**src/rtl/lsu_align.sv**
```systemverilog
module lsu_align #(
  parameter int IMM_W = 16
) (
  input  logic             clk,
  input  logic             rst_n,
  input  logic             req_valid,
  input  logic             req_store,
  input  logic [1:0]       req_size,
  input  logic             use_imm,
  input  logic [31:0]      base,
  input  logic [31:0]      index,
  input  logic [IMM_W-1:0] imm,
  input  logic [31:0]      st_data,
  output logic             mem_req,
  output logic             mem_we,
  output logic [31:0]      mem_addr,
  output logic [3:0]       mem_be,
  output logic [31:0]      mem_wdata,
  output logic             misalign,
  input  logic [31:0]      mem_rdata,
  output logic             ld_valid,
  output logic [31:0]      ld_data
);
  localparam int XW = 32;
  localparam int SX = XW - IMM_W;

  logic [XW-1:0] ea;
  logic [1:0]    off;
  logic          is_b, is_h, is_w, go;
  logic [3:0]    lanes;
  logic [1:0]    sz_q, off_q;

  assign ea   = base + (use_imm ? {{SX{imm[IMM_W-1]}}, imm} : index);
  assign off  = ea[1:0];
  assign is_b = (req_size == 2'b00);
  assign is_h = (req_size == 2'b01);
  assign is_w = req_size[1];

  assign misalign = req_valid & ((is_w & (off != 2'b00)) | (is_h & off[0]));
  assign go       = req_valid & ~misalign;
  assign mem_req  = go;
  assign mem_we   = go & req_store;
  assign mem_addr = {ea[XW-1:2], 2'b00};

  always_comb begin
    if (is_w)      lanes = 4'b1111;
    else if (is_h) lanes = off[1] ? 4'b0011 : 4'b1100;
    else           lanes = 4'b1000 >> off;
  end

  assign mem_be = mem_we ? lanes : 4'b0000;

  always_comb begin
    if (is_b)      mem_wdata = {4{st_data[7:0]}};
    else if (is_h) mem_wdata = {2{st_data[15:0]}};
    else           mem_wdata = st_data;
  end

  always_ff @(posedge clk) begin
    if (!rst_n) begin
      ld_valid <= 1'b0;
      sz_q     <= 2'b00;
      off_q    <= 2'b00;
    end else begin
      ld_valid <= go & ~req_store;
      if (go & ~req_store) begin
        sz_q  <= req_size;
        off_q <= off;
      end
    end
  end

  logic [15:0] hsel;
  logic [7:0]  bsel;

  assign hsel = off_q[1] ? mem_rdata[15:0] : mem_rdata[31:16];

  always_comb begin
    case (off_q)
      2'd0:    bsel = mem_rdata[31:24];
      2'd1:    bsel = mem_rdata[23:16];
      2'd2:    bsel = mem_rdata[15:8];
      default: bsel = mem_rdata[7:0];
    endcase
  end

  always_comb begin
    if (sz_q[1])            ld_data = mem_rdata;
    else if (sz_q == 2'b01) ld_data = {{16{hsel[15]}}, hsel};
    else                    ld_data = {{24{bsel[7]}}, bsel};
  end

  a_r5_no_write_on_misalign: assert property (@(posedge clk) disable iff (!rst_n)
    misalign |-> (mem_be == 4'b0000 && !mem_we && !mem_req));
  a_r5_no_result_after_misalign: assert property (@(posedge clk) disable iff (!rst_n)
    misalign |=> !ld_valid);
  a_r6_load_result_follows: assert property (@(posedge clk) disable iff (!rst_n)
    (req_valid && !req_store && !misalign) |=> ld_valid);
  a_r6_load_no_strobe: assert property (@(posedge clk) disable iff (!rst_n)
    (req_valid && !req_store) |-> (mem_be == 4'b0000 && !mem_we));
  a_r4_byte_single_lane: assert property (@(posedge clk) disable iff (!rst_n)
    (mem_we && req_size == 2'b00) |-> $countones(mem_be) == 1);
  a_r2_word_all_lanes: assert property (@(posedge clk) disable iff (!rst_n)
    (mem_we && req_size[1]) |-> mem_be == 4'b1111);
  a_r9_valid_needs_load: assert property (@(posedge clk) disable iff (!rst_n)
    ld_valid |-> $past(mem_req && !mem_we));
endmodule

```
**config.mk**
```make
export PLATFORM = sky130hd
export DESIGN_NAME = lsu_align
export DESIGN_NICKNAME = d
export VERILOG_FILES = /design/src/rtl/lsu_align.sv
export SDC_FILE = /design/constraint.sdc
export NUM_CORES = 1
export LEC_CHECK = 0
export BUFFER_PORTS_ARGS = -buffer_cell sky130_fd_sc_hd__buf_2
export CAP_MARGIN = 20
export CORE_MARGIN = 2
export CORE_UTILIZATION = 38
export DETAILED_ROUTE_END_ITERATION = 8
export GPL_TIMING_DRIVEN = 0
export PLACE_DENSITY = 0.79
export SLEW_MARGIN = 10
export SYNTH_ARGS = -nofsm -noshare
export SYNTH_HDL_FRONTEND = slang
export SYNTH_SLANG_ARGS = --single-unit
```
**constraint.sdc**
```tcl
create_clock -name clk -period 3.25 [get_ports clk]
set_input_delay 0.325 -clock clk [delete_from_list [all_inputs] [get_ports clk]]
set_output_delay 0.325 -clock clk [all_outputs]
set_load 0.005 [all_outputs]
```
==> results.toml <==
[status]
status = "finished with violations"
violations = "setup timing"

[cts]
insertion_delay_ns = 0.22
cts_hold_buf = 0
cts_buffers = 3
ctsLongestPathBuffers = 2
clk_pin_slew_ns = 0.04
htreeDepth = 1
root_buffer = "clkbuf_8"
cts_tree = "yes"
clock-sinks = 5

[logic_synthesis]
postSynth.asyncResetShare = 0
ys_ff_latch = 5
syn_inst = 521
syn_avg_cell_area_um2 = 6.712
synthesis.area_um2 = 3497
yosysSeqAreaShare = 0.02862
synth-edff-count = 0
ys_types = 54
yosys_warnings = 0
synth_flop_cell = "dfxtp_1"

[layout]
nets = 975
layout.cells.non_filler = 902
layout_common_cells = "buf_2, nand2_1, buf_4"
n_antenna_cell = 0
area.growth.synth_to_final_pct = 59.03
final_common_cell = "buf_2"
layout-drive-gt1-share = 0.5171

[critical_path]
cp-start-kind = "primary input"
crit_fanout = 4
path_cells = "buf_12, clkbuf_16, mux2_4, ha_4, fa_2, a21o_1, a221o_1, a21oi_2, o211ai_2, a21oi_2, a21oi_2, or4_4, nand3_2, buf_6, buf_6"
critical_path_cell_count = 15
cp_top_family = "compound AO/OA/AOI/OAI gates"
path_buf_inv = 4
cp_common_cell = "a21oi_2"
crit_type = "primary input to primary output"
r2r_setup_slack_ns = 1.65
slowest_stage = "or4_4"
arrival_ns = 3.29
required_ns = 2.92
max_stage_delay_ns = 0.42
end_kind = "primary output"
r2r.worst_path.cells = 4

[sta]
period_needed_ns = 3.613
drv_slew = 0
setup-tns-final_ns = -1.882
period_share = 1.112
clock.fmax_mhz = 276.8
grt_setup_unrepaired = "true"
clock_skew_ns = 0
fin_ws_ns = -0.3626
max-slew-margin-rel = 0.3408
worstMarginPinSlew_ns = 0.9784
hold_viol_final = 0
setup_violations = 14

[route]
drt_iter0_drc = 139
wl_per_cell_um = 14.72
routed_wl_um = 13280
firstDrtPassIters = 4
ant_nets = 0
drc = 0
viasPerCell = 5.156
vias = 4651

[pwr]
p_switching_uw = 660.3
seqPwrFrac = 0.045
intPower_uw = 835.5
power_frac_clock = 0.077
comb_power_share = 0.878
worst_ir_drop_vdd_v = 0.0001526
p_leak_uw = 0.002927
p_per_area_nw_per_um2 = 268.9
totalPowerFinal_uw = 1496
switching_share = 0.4414

[floorplan]
core_area_um2 = 9065
die_w_um = 99.93
dieArea_um2 = 9986
die_h_um = 99.93
ioPinCount = 255
placementRows = 35
start_util = 0.3858

[grt]
grt_util_all_layers = 0.2431
grt_max_degree = 11
grt_pass1_vias = 4460
grt_pass1_wl_um = 20230
grt_remaining_overflow = 0
antenna_found_initial = 0

[job]
maxCapViolCount = 0

[placement]
hpwlAfterDp_um = 9751
dpl.cell_count = 884
io_buffers = 251
gp_congestion = 0.8994

[min_path]
worstHoldPathType = "primary input to flop"
hold_depth = 3
cell families (layout without fill, tap and decap cells):
family / Yosys count / count (layout) / synth area share
simple gates: 163 / 163 / 0.2093
fa+ha+maj: 32 / 32 / 0.1166
mux: 50 / 50 / 0.1578
flops: 5 / 5 / 0.02862
buf+inv: 98 / 367 / 0.1481
compound gates: 146 / 146 / 0.2733
xor+xnor: 26 / 26 / 0.06512
other cells: 1 / 2 / 0.001072
stage by stage:
stage	util	worst slack [ns]	hold slack (ns)	instance area [um^2]
floorplan	-	-0.03927	0.4997	3535
global placement	0.5438	-0.6499	0.6071	4930
detailed placement	0.5438	-0.6909	0.6083	4930
CTS	0.5920	-0.3461	0.3785	5366
global route	0.6135	-0.4493	0.4315	5562
finish	0.6135	-0.3626	0.3813	5562
worst min-delay path, cell delays in order:
cell,delay (ns)
buf_2,0.07
inv_1,0.07
nor2_1,0.10
flip-flops by register name, indices dropped and copies added (netlist names):
register,count
ld_valid,1
sz_q,2
off_q,2
cell type report:
type | instances | area, um^2
sequential | 5 | 100.1
tap | 111 | 138.9
timing repair buffer | 284 | 1595
multi-input combinational | 419 | 3249
inverter | 35 | 131.4
clock inverter | 1 | 5.005
clock buffer | 3 | 41.29
fill | 867 | 3503
buffer | 44 | 300.3
final timing paths:
path                      endpoint             startpoint
min reg2reg   sz_q[0]$_SDFFE_PN0P_   sz_q[0]$_SDFFE_PN0P_
max reg2reg  off_q[1]$_SDFFE_PN0P_  off_q[1]$_SDFFE_PN0P_
min          off_q[0]$_SDFFE_PN0P_                  rst_n
max                   mem_addr[28]                use_imm
Yosys cell counts, drive strengths merged (6+ instances only):
master,n,area share
mux2i,18,0.052
a221oi,6,0.015
mux2,31,0.10
buf,42,0.088
a211oi,7,0.019
o21a,7,0.015
a21oi,43,0.064
nand3,7,0.010
nor2b,11,0.020
inv,35,0.038
xnor2,15,0.038
xor2,11,0.028
nand2,68,0.073
o21ai,45,0.065
nor2,44,0.047
clkbuf,21,0.023
ha,31,0.11
nand4,7,0.013
nor3,7,0.010
a21o,15,0.033
metal layers:
| metal | up-vias | global-route usage | wire length, um | part of all wire |
|---|---|---|---|---|
| met5 | - | 0 | 0 | 0 |
| met3 | 18 | 0.03343 | 863 | 0.065 |
| met1 | 2120 | 0.3154 | 5462 | 0.41 |
| met2 | 179 | 0.4319 | 6782 | 0.51 |
| li1 | 2334 | - | - | - |
| met4 | 0 | 0.04742 | 172 | 0.013 |
power by group through the flow:
stage	combinational, uW	clock, uW	sequential, uW
CTS	1230	118	67.8
floorplan	733	0	68.1
global route	1420	124	68.6
finish	1310	115	67.8
detailed placement	1130	0	68.6
global placement	1130	0	68.7
repair_timing:
action,in CTS,in global routing
endpoints found under the setup margin,21,20
setup buffers,26,9
resized for setup,53,44
pin swaps,38,32
gates cloned,1,0
hold endpoints to repair,0,0
No activity file was read; power rests on OpenSTA's default activity.
